## src/rtl/dma_pag_pkg.sv

```systemverilog
package dma_pag_pkg;

    typedef enum logic [1:0] {
        ST_IDLE = 2'd0,
        ST_RUN  = 2'd1,
        ST_DONE = 2'd2
    } seq_state_e;

    // Returns {hit, channel[1:0]} for a page port offset.
    function automatic logic [2:0] chan_of_port(input logic [2:0] port);
        logic [2:0] r;
        case (port)
            3'd7:    r = 3'b1_00;
            3'd3:    r = 3'b1_01;
            3'd1:    r = 3'b1_10;
            3'd2:    r = 3'b1_11;
            default: r = 3'b0_00;
        endcase
        return r;
    endfunction

endpackage

```

## src/rtl/dma_page_bank.sv

```systemverilog
module dma_page_bank
    import dma_pag_pkg::*;
#(
    parameter int NUM_CH = 4,
    parameter int PAGE_W = 8,
    localparam int CH_W  = $clog2(NUM_CH)
) (
    input  logic              clk,
    input  logic              rst_n,
    input  logic              wr,
    input  logic              hi_sel,
    input  logic [2:0]        port,
    input  logic [PAGE_W-1:0] wdata,
    output logic [PAGE_W-1:0] rdata,
    input  logic [CH_W-1:0]   act_ch,
    output logic [PAGE_W-1:0] act_lo,
    output logic [PAGE_W-1:0] act_hi
);

    logic [NUM_CH-1:0][PAGE_W-1:0] lo_q;
    logic [NUM_CH-1:0][PAGE_W-1:0] hi_q;
    logic [2:0]                    map;
    logic                          hit;
    logic [CH_W-1:0]               sel_ch;
    logic [NUM_CH-1:0]             wr_lo;
    logic [NUM_CH-1:0]             wr_hi;

    assign map    = chan_of_port(port);
    assign hit    = map[2];
    assign sel_ch = CH_W'(map[1:0]);

    for (genvar c = 0; c < NUM_CH; c++) begin : g_we
        assign wr_lo[c] = wr && hit && !hi_sel && (sel_ch == CH_W'(c));
        assign wr_hi[c] = wr && hit &&  hi_sel && (sel_ch == CH_W'(c));
    end

    always_ff @(posedge clk or negedge rst_n) begin
        if (!rst_n) begin
            lo_q <= '0;
            hi_q <= '0;
        end else begin
            for (int c = 0; c < NUM_CH; c++) begin
                if (wr_lo[c]) lo_q[c] <= wdata;
                if (wr_hi[c]) hi_q[c] <= wdata;
            end
        end
    end

    always_comb begin
        if (!hit)        rdata = '0;
        else if (hi_sel) rdata = hi_q[sel_ch];
        else             rdata = lo_q[sel_ch];
    end

    assign act_lo = lo_q[act_ch];
    assign act_hi = hi_q[act_ch];

    // a write to an unmapped port leaves every page register untouched
    a_r2_unmapped_write_ignored: assert property (@(posedge clk) disable iff (!rst_n)
        (wr && !hit) |=> ($stable(lo_q) && $stable(hi_q)));

endmodule

```

## src/rtl/dma_beat_seq.sv

```systemverilog
module dma_beat_seq
    import dma_pag_pkg::*;
#(
    parameter int LEN_W = 17
) (
    input  logic             clk,
    input  logic             rst_n,
    input  logic             start,
    input  logic             beat,
    input  logic [LEN_W-1:0] len,
    output logic [LEN_W-1:0] pos,
    output logic             take,
    output logic             done
);

    seq_state_e      state_q, state_d;
    logic [LEN_W-1:0] pos_q, pos_d;
    logic             last;

    assign take = beat && !start && (state_q == ST_RUN);
    assign last = ((pos_q + LEN_W'(1)) == len);

    always_ff @(posedge clk or negedge rst_n) begin
        if (!rst_n) begin
            state_q <= ST_IDLE;
            pos_q   <= '0;
        end else begin
            state_q <= state_d;
            pos_q   <= pos_d;
        end
    end

    always_comb begin
        state_d = state_q;
        pos_d   = pos_q;
        if (start) begin
            state_d = ST_RUN;
            pos_d   = '0;
        end else begin
            unique case (state_q)
                ST_IDLE: state_d = ST_IDLE;
                ST_RUN: begin
                    if (beat) begin
                        pos_d = pos_q + LEN_W'(1);
                        if (last) state_d = ST_DONE;
                    end
                end
                ST_DONE: state_d = ST_DONE;
                default: state_d = ST_IDLE;
            endcase
        end
    end

    assign pos  = pos_q;
    assign done = (state_q == ST_DONE);

    // the position never passes the programmed length
    a_r7_pos_bounded: assert property (@(posedge clk) disable iff (!rst_n)
        (state_q != ST_IDLE) |-> (pos_q <= len));

    // completion holds until the next start
    a_r7_done_sticky: assert property (@(posedge clk) disable iff (!rst_n)
        (done && !start) |=> done);

    // a start always lands in RUN at position zero
    a_r9_start_rearms: assert property (@(posedge clk) disable iff (!rst_n)
        start |=> ((state_q == ST_RUN) && (pos_q == '0)));

endmodule

```

## src/rtl/dma_addr_form.sv

```systemverilog
module dma_addr_form #(
    parameter int PAGE_W = 8,
    parameter int OFS_W  = 16,
    parameter int LEN_W  = 17,
    localparam int ADDR_W = 2 * PAGE_W - 1 + OFS_W
) (
    input  logic [OFS_W-1:0]  base,
    input  logic [LEN_W-1:0]  pos,
    input  logic              dec,
    input  logic [PAGE_W-1:0] lo,
    input  logic [PAGE_W-1:0] hi,
    output logic [ADDR_W-1:0] addr
);

    logic [OFS_W-1:0] step;
    logic [OFS_W-1:0] ofs;

    assign step = OFS_W'(pos);

    always_comb begin
        if (dec) ofs = base - step;
        else     ofs = base + step;
    end

    assign addr = {hi[PAGE_W-2:0], lo, ofs};

endmodule

```

## src/rtl/dma_phys_addr_gen.sv

```systemverilog
module dma_phys_addr_gen
    import dma_pag_pkg::*;
#(
    parameter int NUM_CH     = 4,
    parameter int PAGE_W     = 8,
    parameter int OFS_W      = 16,
    parameter int CNT_W      = 16,
    parameter int MODE_W     = 8,
    parameter int DIR_BIT    = 5,
    parameter int CTRL_SHIFT = 0,
    localparam int CH_W      = $clog2(NUM_CH),
    localparam int LEN_W     = CNT_W + 1 + CTRL_SHIFT,
    localparam int ADDR_W    = 2 * PAGE_W - 1 + OFS_W
) (
    input  logic              clk,
    input  logic              rst_n,
    input  logic              pg_wr,
    input  logic              pg_hi,
    input  logic [2:0]        pg_port,
    input  logic [PAGE_W-1:0] pg_wdata,
    output logic [PAGE_W-1:0] pg_rdata,
    input  logic              xfer_start,
    input  logic [CH_W-1:0]   xfer_chan,
    input  logic [MODE_W-1:0] xfer_mode,
    input  logic [OFS_W-1:0]  xfer_base,
    input  logic [CNT_W-1:0]  xfer_cnt,
    input  logic              beat,
    output logic [ADDR_W-1:0] phys_addr,
    output logic              addr_valid,
    output logic [LEN_W-1:0]  xfer_len,
    output logic              xfer_done
);

    logic [CH_W-1:0]   cur_ch;
    logic              cur_dec;
    logic [OFS_W-1:0]  cur_base;
    logic [CNT_W-1:0]  cur_cnt;
    logic [PAGE_W-1:0] act_lo, act_hi;
    logic [LEN_W-1:0]  len_w, pos_w;
    logic              take;
    logic [ADDR_W-1:0] addr_d, addr_q;
    logic              valid_q;

    always_ff @(posedge clk or negedge rst_n) begin
        if (!rst_n) begin
            cur_ch   <= '0;
            cur_dec  <= 1'b0;
            cur_base <= '0;
            cur_cnt  <= '0;
        end else if (xfer_start) begin
            cur_ch   <= xfer_chan;
            cur_dec  <= xfer_mode[DIR_BIT];
            cur_base <= xfer_base;
            cur_cnt  <= xfer_cnt;
        end
    end

    assign len_w = (LEN_W'(cur_cnt) + LEN_W'(1)) << CTRL_SHIFT;

    dma_page_bank #(.NUM_CH(NUM_CH), .PAGE_W(PAGE_W)) u_pages (
        .clk    (clk),
        .rst_n  (rst_n),
        .wr     (pg_wr),
        .hi_sel (pg_hi),
        .port   (pg_port),
        .wdata  (pg_wdata),
        .rdata  (pg_rdata),
        .act_ch (cur_ch),
        .act_lo (act_lo),
        .act_hi (act_hi)
    );

    dma_beat_seq #(.LEN_W(LEN_W)) u_seq (
        .clk   (clk),
        .rst_n (rst_n),
        .start (xfer_start),
        .beat  (beat),
        .len   (len_w),
        .pos   (pos_w),
        .take  (take),
        .done  (xfer_done)
    );

    dma_addr_form #(.PAGE_W(PAGE_W), .OFS_W(OFS_W), .LEN_W(LEN_W)) u_form (
        .base (cur_base),
        .pos  (pos_w),
        .dec  (cur_dec),
        .lo   (act_lo),
        .hi   (act_hi),
        .addr (addr_d)
    );

    always_ff @(posedge clk or negedge rst_n) begin
        if (!rst_n) begin
            addr_q  <= '0;
            valid_q <= 1'b0;
        end else begin
            valid_q <= take;
            if (take) addr_q <= addr_d;
        end
    end

    assign phys_addr  = addr_q;
    assign addr_valid = valid_q;
    assign xfer_len   = len_w;

    // a valid address only follows a beat pulse
    a_r8_valid_after_beat: assert property (@(posedge clk) disable iff (!rst_n)
        addr_valid |-> $past(beat));

    // the address only moves in a valid cycle
    a_r8_addr_held: assert property (@(posedge clk) disable iff (!rst_n)
        !$stable(phys_addr) |-> addr_valid);

    // no address is issued once the transfer is complete
    a_r7_no_beat_when_done: assert property (@(posedge clk) disable iff (!rst_n)
        (xfer_done && !xfer_start) |=> !addr_valid);

endmodule

```

## config.mk

```make
export PLATFORM = sky130hd
export DESIGN_NAME = dma_phys_addr_gen
export DESIGN_NICKNAME = d
export VERILOG_FILES = /design/src/rtl/dma_pag_pkg.sv /design/src/rtl/dma_page_bank.sv /design/src/rtl/dma_beat_seq.sv /design/src/rtl/dma_addr_form.sv /design/src/rtl/dma_phys_addr_gen.sv
export SDC_FILE = /design/constraint.sdc
export NUM_CORES = 1
export LEC_CHECK = 0
export ABC_CLOCK_PERIOD_IN_PS = 5300
export CAP_MARGIN = 20
export CORE_AREA = 2 2 148 150
export DETAILED_ROUTE_END_ITERATION = 8
export DIE_AREA = 0 0 150 152
export DONT_BUFFER_PORTS = 1
export REMOVE_ABC_BUFFERS = 1
export SLEW_MARGIN = 20
export SYNTH_ARGS = -nofsm -noshare
export SYNTH_HDL_FRONTEND = slang
export SYNTH_SLANG_ARGS = --single-unit
```

## constraint.sdc

```tcl
create_clock -name clk -period 5.3 [get_ports clk]
set_clock_uncertainty 0.2 [all_clocks]
set_input_delay 0 -clock clk [delete_from_list [all_inputs] [get_ports clk]]
set_output_delay 0 -clock clk [all_outputs]
set_load 0.02 [all_outputs]
```

Word-level counts from Yosys, hierarchy flattened
Cells that the tools add are included.
W data, S select, Z words.
{ "word_totals": {"reg_bits": 150, "latch_bits": 0, "ram_bits": 0, "rom_bits": 0, "inputBits": 59, "output_inout_bits": 58, "word_cells": 73, "mem_count": 0} }
{ "classes": {"n_addsub": 4, "mul": 0, "div_mod_pow": 0, "n_lt_le_gt_ge": 2, "n_eq_ne": 12, "shifts": 0, "muxes": 19, "bitwise": 0, "n_reduce_logical": 20} }
{ "ops": {"columns": ["cell", "count"], "rows": [
  ["$bmux W8 S2", 4],
  ["$mux W17", 3],
  ["$mux W8", 5],
  ["$add A16 B1 Y17 const B", 1],
  ["$add A17 B1 Y17 const B", 1],
  ["$eq A17 B17 Y1", 1],
  ["$add A16 B16 Y16", 1],
  ["$mux W16", 1],
  ["$sub A16 B16 Y16", 1],
  ["$logic_and A1 B1 Y1", 13],
  ["$pmux W3 S4", 1],
  ["$mux W7", 1],
  ["$eq A2 B2 Y1 const B", 3],
  ["$eq A3 B2 Y1 const B", 2],
  ["$lt A2 B3 Y1 const B", 2],
  ["$mux W2", 3],
  ["$eq A2 B1 Y1 const B", 2],
  ["$pmux W2 S2", 1],
  ["$reduce_and A2 Y1", 2],
  ["$reduce_bool A2 Y1", 2],
  ["$eq A3 B1 Y1 const B", 1],
  ["$eq A3 B3 Y1 const B", 1],
  ["$ne A3 B2 Y1 const B", 1],
  ["$ne A3 B3 Y1 const B", 1],
  ["other kinds (2)", 3]
]} }

Logic depth before layout (Yosys ltp)
Gate-level depths: netlist (run 1).
{ "logic_depth": {"word_depth": 6, "mapped_depth": 13} }

Modules after synthesis
From an unflattened synthesis (run 1), not the netlist that was laid out.
{ "hier_totals": {"hier_cells": 748, "area_unflattened_um2": 8713.4} }
{ "by_module_without_submodules": {"columns": ["mod", "n_inst", "cells_per_inst", "area_each_um2", "seq_area_each_um2"], "rows": [
  ["dma_page_bank", 1, 242, 3402.0, 1601.5],
  ["dma_phys_addr_gen", 1, 188, 2775.2, 1676.6],
  ["dma_beat_seq", 1, 167, 1435.1, 475.5],
  ["dma_addr_form", 1, 151, 1101.1, 0.0]
]} }

Worst setup path after synthesis (run 1)
Ideal clock, no wire load.
{ "synth_path": {"kind": "flip-flop to flip-flop", "startpoint": "register u_seq.pos_q[2], in the netlist u_seq.pos[2]", "endpoint": "register addr_q[15], in the netlist phys_addr[15]", "setup_ns": 0.124, "arrival_ns": 2.998, "t_required_ns": 4.976, "setup_slack_ns": 1.978, "stages_incl_launch_ff": 12, "cell_sequence": "dfrtp_1 buf_2 nor3_1 a21oi_1 xnor2_1 ha_1 or3_1 o311ai_1 a21oi_1 o311ai_0 a21oi_1 o31a_1"} }
{ "synth_between": {"elab_chain_cells": 2} }
{ "synth_lines": {"columns": ["item", "line_no", "rtl"], "rows": [
  ["from (decl)", "dma_beat_seq.sv:17", "logic [LEN_W-1:0] pos_q, pos_d;"],
  ["from (signal assigned)", "dma_beat_seq.sv:29", "pos_q <= pos_d;"],
  ["$add A16 B16 Y16 or $sub A16 B16 Y16 (tied branches)", "dma_addr_form.sv:22, dma_addr_form.sv:21", null],
  ["$mux W16 *", "dma_addr_form.sv:21", "if (dec) ofs = base - step;"],
  ["to (signal assigned)", "dma_phys_addr_gen.sv:99", "if (take) addr_q <= addr_d;"],
  ["to (decl)", "dma_phys_addr_gen.sv:41", "logic [ADDR_W-1:0] addr_d, addr_q;"]
]} }
Every way passes the cells marked *; elsewhere a longest branch is shown, timed or not.
A chain may end at the register's enable or synchronous reset.

Worst setup path after layout (run 1)
Same ends and word-level chain as after synthesis.

==> results.toml, run 1 <==
[setup_path]
path_class = "reg -> reg"
end_kind = "flip-flop"
crit_path_start_kind = "flip-flop"
cp_data_required_time_ns = 5.42
arrival_ns = 4.18
worstPathMaxFanout = 9

[synth]
synth_ff_type = "dfrtp_1"
ys_warn_count = 0
synthTopCellsByCount = "dfrtp_1 (150), mux2_2 (94), nand2_1 (84), nor2_1 (55), xnor2_1 (54)"
synth_cell_type_count = 62
synth_area_leaders = "dfrtp_1 (45%), mux2_2 (13%), xnor2_1 (5.7%)"
ys_ff_latch = 150
syn_avg_cell_area_um2 = 10.6
seq_area_frac_synth_pct = 44.8
netlist_instances = 788
synth_area_leader_cell = "dfrtp_1"
async_flop_share_pct = 100
netlist_area_um2 = 8370
synth.most_common_cell = "dfrtp_1"
synth.top_cell.area_share_pct = 44.8
synth_edf_count = 0

[sta]
hold_viol_final = 7
worst_slew_pin_slew_ns = 1.13
fin_tns_setup_ns = 0
fin_crit_sh_pct = 76.6
fmax_mhz = 246
maxSlewHeadroom_pct = 24.2
finalSetupViolCount = 0
slew_viol_final = 0
rsz0062_at_grt = "no"
fin_hold_ws_ns = -0.0281
fin_crit_ns = 4.06
worst_slack_ns = 1.24

[clocking]
holdBufCountCts = 49
cts_tree = "yes"
cts_buffers = 17
post_cts_buffers = 0
clockBufferDepth = 2
cts.sinks = 150
clk_latency_ns = 0.44
clk_pin_slew_ns = 0.07
htree_levels = 4
clockRootBuffer = "clkbuf_16"
cts_resized = 0

[global_route]
grt_start_max_net_pins = 151
grt_pass1_wl_um = 32800
first_global_vias = 5991
overflow = 0
antenna_found_initial = 1
groute.usage.overall_pct = 18.4

[power]
peakVddDrop_mv = 0.234
combPwrFrac_pct = 23.7
power.density_nw_per_um2 = 407
totalPowerFinal_mw = 3.94
seqPwrFrac_pct = 44.7
clkPwrFrac_pct = 31.6
switching_power_mw = 1.44
swShare_pct = 36.5
leakage_nw = 3.98
internal_power_mw = 2.50

[placed_design]
gp_congestion = 0.785
place_ws_ns = 1.29
hpwl_um = 13000
io_buffers = 0

[status]
violations = "hold timing"
status = "complete, but fails checks"

[die]
rows = 54
dieArea_um2 = 22800
num_io_pins = 117
start_util_pct = 39.2
die_h_um = 152
fp.dieW_um = 150
design.core.area_um2 = 21400

[route]
wirelength_um = 20400
route.detailed.drc = 0
firstDrtPassIters = 6
wl_per_cell_um = 18.5
via_per_inst = 5.47
drt.antenna.violating_nets = 0
dr_total_vias = 6056
first_iter_violations = 334

[finish]
area_growth_pct = 15.7
drive_gt1_share_pct = 19.7
post-route-util_pct = 45.4
fillers = 2057
finalNetCount = 893

[run]
cap_viol_max_count = 0

[min_path]
hp-class = "in -> async"
[state kept, by name, summed over array words and instances, names as in the netlist]
name / cells
u_pages.hi_q: 32
u_pages.lo_q: 32
phys_addr: 31
u_seq.pos: 17
cur_base: 16
cur_cnt: 16
cur_ch: 2
u_seq.state_q: 2
addr_valid: 1
cur_dec: 1
[per-layer routing]
layer  up-vias  global-route usage (%)  routed length (µm)
met5         -                       0                   0
met4         0                    5.08                 320
met3        25                    5.53                1140
met2       142                    29.5               10100
met1      3008                    24.3                8890
li1       2881                       -                   -
[logic make-up (layout without fill, tap and decap cells)]
group                      after synthesis  after routing  synth area share, %
AOI/OAI and AO/OA                      117            117                 8.42
xor gates and xnor gates                76             76                 8.21
adders and majority gates               21             21                 3.23
buffers and inverters                   63            101                 3.26
DFF                                    150            150                 44.8
muxes                                  111            111                 16.9
other                                    0              1                    0
and+or+nand+nor                        250            250                 15.1
[stage by stage]
stage                     instances  cell area, µm²
after floorplan                 744            8170
after global placement         1025            8530
after detailed placement       1025            8530
after CTS                      1106            9680
after global routing           1107            9680
final                          1107            9680
[power by group through the flow]
stage	Clock, mW	Combinational, mW	Sequential, mW
floorplan	0	0.723	1.71
global placement	0	0.854	1.78
detailed placement	0	0.870	1.79
CTS	1.28	0.948	1.77
global route	1.32	1.05	1.80
finish	1.25	0.935	1.76
[critical path, stage by stage (launching register included)]
cell,delay [ns]
dfrtp_1,0.50
nor3_1,0.71
a21oi_1,0.16
xnor2_1,0.17
ha_1,0.23
or3_1,0.33
o311ai_1,0.44
a21oi_1,0.22
o311ai_0,0.55
a21oi_1,0.14
o31a_1,0.28
[worst paths after layout]
kind,slack (ns),start,cells past startpoint,endpoint
max,1.24,u_seq.pos[2],10,phys_addr[15]
min,-0.03,rst_n,2,phys_addr[4]
max reg2reg,1.24,u_seq.pos[2],10,phys_addr[15]
min reg2reg,0.31,u_pages.hi_q[7],1,u_pages.hi_q[7]
max in group asynchronous,4.24,rst_n,2,cur_ch[0]
min in group clk,0.02,pg_hi,2,pg_rdata[5]
[cell type report]
cell class / instances / area, µm² / share of cell area, %
diodes: 1 / 2.50 / 0.0258
clock buffers: 17 / 425 / 4.39
clock inverters: 15 / 201 / 2.08
inverters: 19 / 71.3 / 0.736
multi-input cells: 575 / 4350 / 44.9
flip-flops and latches: 150 / 3750 / 38.8
well taps: 280 / 350 / 3.62
repair buffers: 50 / 533 / 5.50
[placed cells by master, fill, tap and decap left out, types with 22 or more instances in the layout]
cell	netlist	routed
dfrtp_1	150	149
mux2_2	94	94
nand2_1	84	84
xnor2_1	54	54
nor2_1	55	54
dlygate4sd3_1	0	47
a21oi_1	32	32
o22ai_1	32	32
o21ai_0	25	25
nor3_1	22	22
No activity file was read; power rests on OpenSTA's default activity.
==> inputs of run 2 (changes only) <==
ABC_CLOCK_PERIOD_IN_PS = 4000   (was 5300)
clock period = 4 ns   (was 5.3 ns; I/O delays follow)
==> run 2 against run 1 <==
The run still ends with hold timing left. Flip-flop and latch count unchanged. Die area unchanged. Largest cell class unchanged. Routed wire length up 1.7%. Sequential share of layout area down 0.19 points. Setup slack worse by 0.86 ns. Clock power up 33%. Cell count up 0.45%.
==> results.toml, run 2 (synthesis results as in run 1) <==
[status]
status = "complete, but fails checks"
violations = "hold timing"

[sta]
worst_slack_ns = 0.380
finalSetupViolCount = 0
fin_crit_ns = 3.62
fin_hold_ws_ns = -0.0129
fin_crit_sh_pct = 90.5
worst_slew_pin_slew_ns = 1.07
maxSlewHeadroom_pct = 28.5
slew_viol_final = 0
rsz0062_at_grt = "no"
fin_tns_setup_ns = 0
hold_viol_final = 3
fmax_mhz = 276

[global_route]
grt_start_max_net_pins = 151
first_global_vias = 6138
overflow = 0
antenna_found_initial = 0
grt_pass1_wl_um = 33400
groute.usage.overall_pct = 18.8

[placed_design]
hpwl_um = 13100
gp_congestion = 0.765
io_buffers = 0
place_ws_ns = 0.258

[die]
fp.dieW_um = 150
dieArea_um2 = 22800
rows = 54
start_util_pct = 39.2
die_h_um = 152
design.core.area_um2 = 21400
num_io_pins = 117

[finish]
fillers = 2046
area_growth_pct = 16.3
final_cell_mix = "dfrtp_1 (149), mux2_2 (94), nand2_1 (84)"
finalNetCount = 899
post-route-util_pct = 45.6
layout_commonest_cell = "dfrtp_1"
drive_gt1_share_pct = 20.3
num_antenna_cells = 0

[power]
power.density_nw_per_um2 = 541
peakVddDrop_mv = 0.282
leakage_nw = 4.01

[setup_path]
r2r_slack_ns = 0.38
startpoint = "u_seq.pos[1]"
arrival_ns = 3.74
worstPathMaxFanout = 6
cp_data_required_time_ns = 4.12
path_class = "reg -> reg"
end_kind = "flip-flop"
reg2regPathDepth = 12
timing.rr.start = "u_seq.pos[1]"
rr_endpoint = "phys_addr[15]"
crit_path_start_kind = "flip-flop"

[clocking]
cts.sinks = 150
clockBufferDepth = 2
clk_latency_ns = 0.43
cts_tree = "yes"
post_cts_buffers = 0
clk_pin_slew_ns = 0.08
cts_buffers = 17
clockRootBuffer = "clkbuf_16"
htree_levels = 4

[run]
cap_viol_max_count = 0

[route]
drt.antenna.violating_nets = 0
first_iter_violations = 397
wl_per_cell_um = 18.7
wirelength_um = 20800
route.detailed.drc = 0
via_per_inst = 5.49
dr_total_vias = 6110
firstDrtPassIters = 6

[min_path]
hp-class = "in -> async"
-- run 2: critical path, cell delays in order (launching register included) --
cell and delay (ns):
dfrtp_1 0.43, inv_1 0.08, ha_1 0.15, nor2b_1 0.30, a21oi_1 0.13, xnor2_1 0.16
ha_1 0.23, or3_1 0.40, o311ai_2 0.31, a21oi_1 0.19, o311ai_0 0.51, a21oi_1 0.14
o31a_1 0.28
-- run 2: layout make-up --
| cell class | instances | area (µm²) | share of cell area (%) |
|---|---|---|---|
| Tap cell | 280 | 350 | 3.60 |
| Clock buffer | 17 | 425 | 4.37 |
| Timing Repair Buffer | 56 | 578 | 5.94 |
| Clock inverter | 15 | 201 | 2.07 |
| Multi-Input combinational cell | 575 | 4350 | 44.7 |
| Sequential cell | 150 | 3750 | 38.6 |
| Inverter | 19 | 71.3 | 0.733 |
-- run 2: metal layers --
metal,routed length [µm],share of wire [%],global-route usage [%],up-vias
met5,0,0,0,-
met4,359,1.7,5.66,0
met3,999,4.8,4.23,24
met2,10300,50,30.2,165
met1,9120,44,25.4,3024
li1,-,-,-,2897
-- run 2: worst max-delay path by stage --
stage,end,slack (ns),cells after the start
floorplan,phys_addr[15],0.71,10
global placement,phys_addr[15],0.35,12
detailed placement,phys_addr[15],0.26,12
CTS,phys_addr[15],0.24,12
global route,phys_addr[15],0.11,12
finish,phys_addr[15],0.38,12
-- run 2: stage by stage --
stage	instance area, µm²	total power, mW	std cells
detailed placement	8570	3.54	1031
global placement	8570	3.50	1031
CTS	9720	5.32	1112
global route	9730	5.57	1112
floorplan	8170	3.22	744
finish	9730	5.26	1112
-- run 2: repair_timing --
item	in CTS	in global routing
setup endpoints to repair	0	1
hold buffers	49	0
endpoints found under the hold margin	268	0
resized for setup	0	1
-- run 2: report_power, final --
| group | switching (mW) | internal [mW] | total (mW) | leakage (nW) |
|---|---|---|---|---|
| sequential | 0.475 | 1.86 | 2.33 | 1.88 |
| combinational | 0.655 | 0.612 | 1.27 | 1.83 |
| clock | 0.807 | 0.857 | 1.66 | 0.302 |
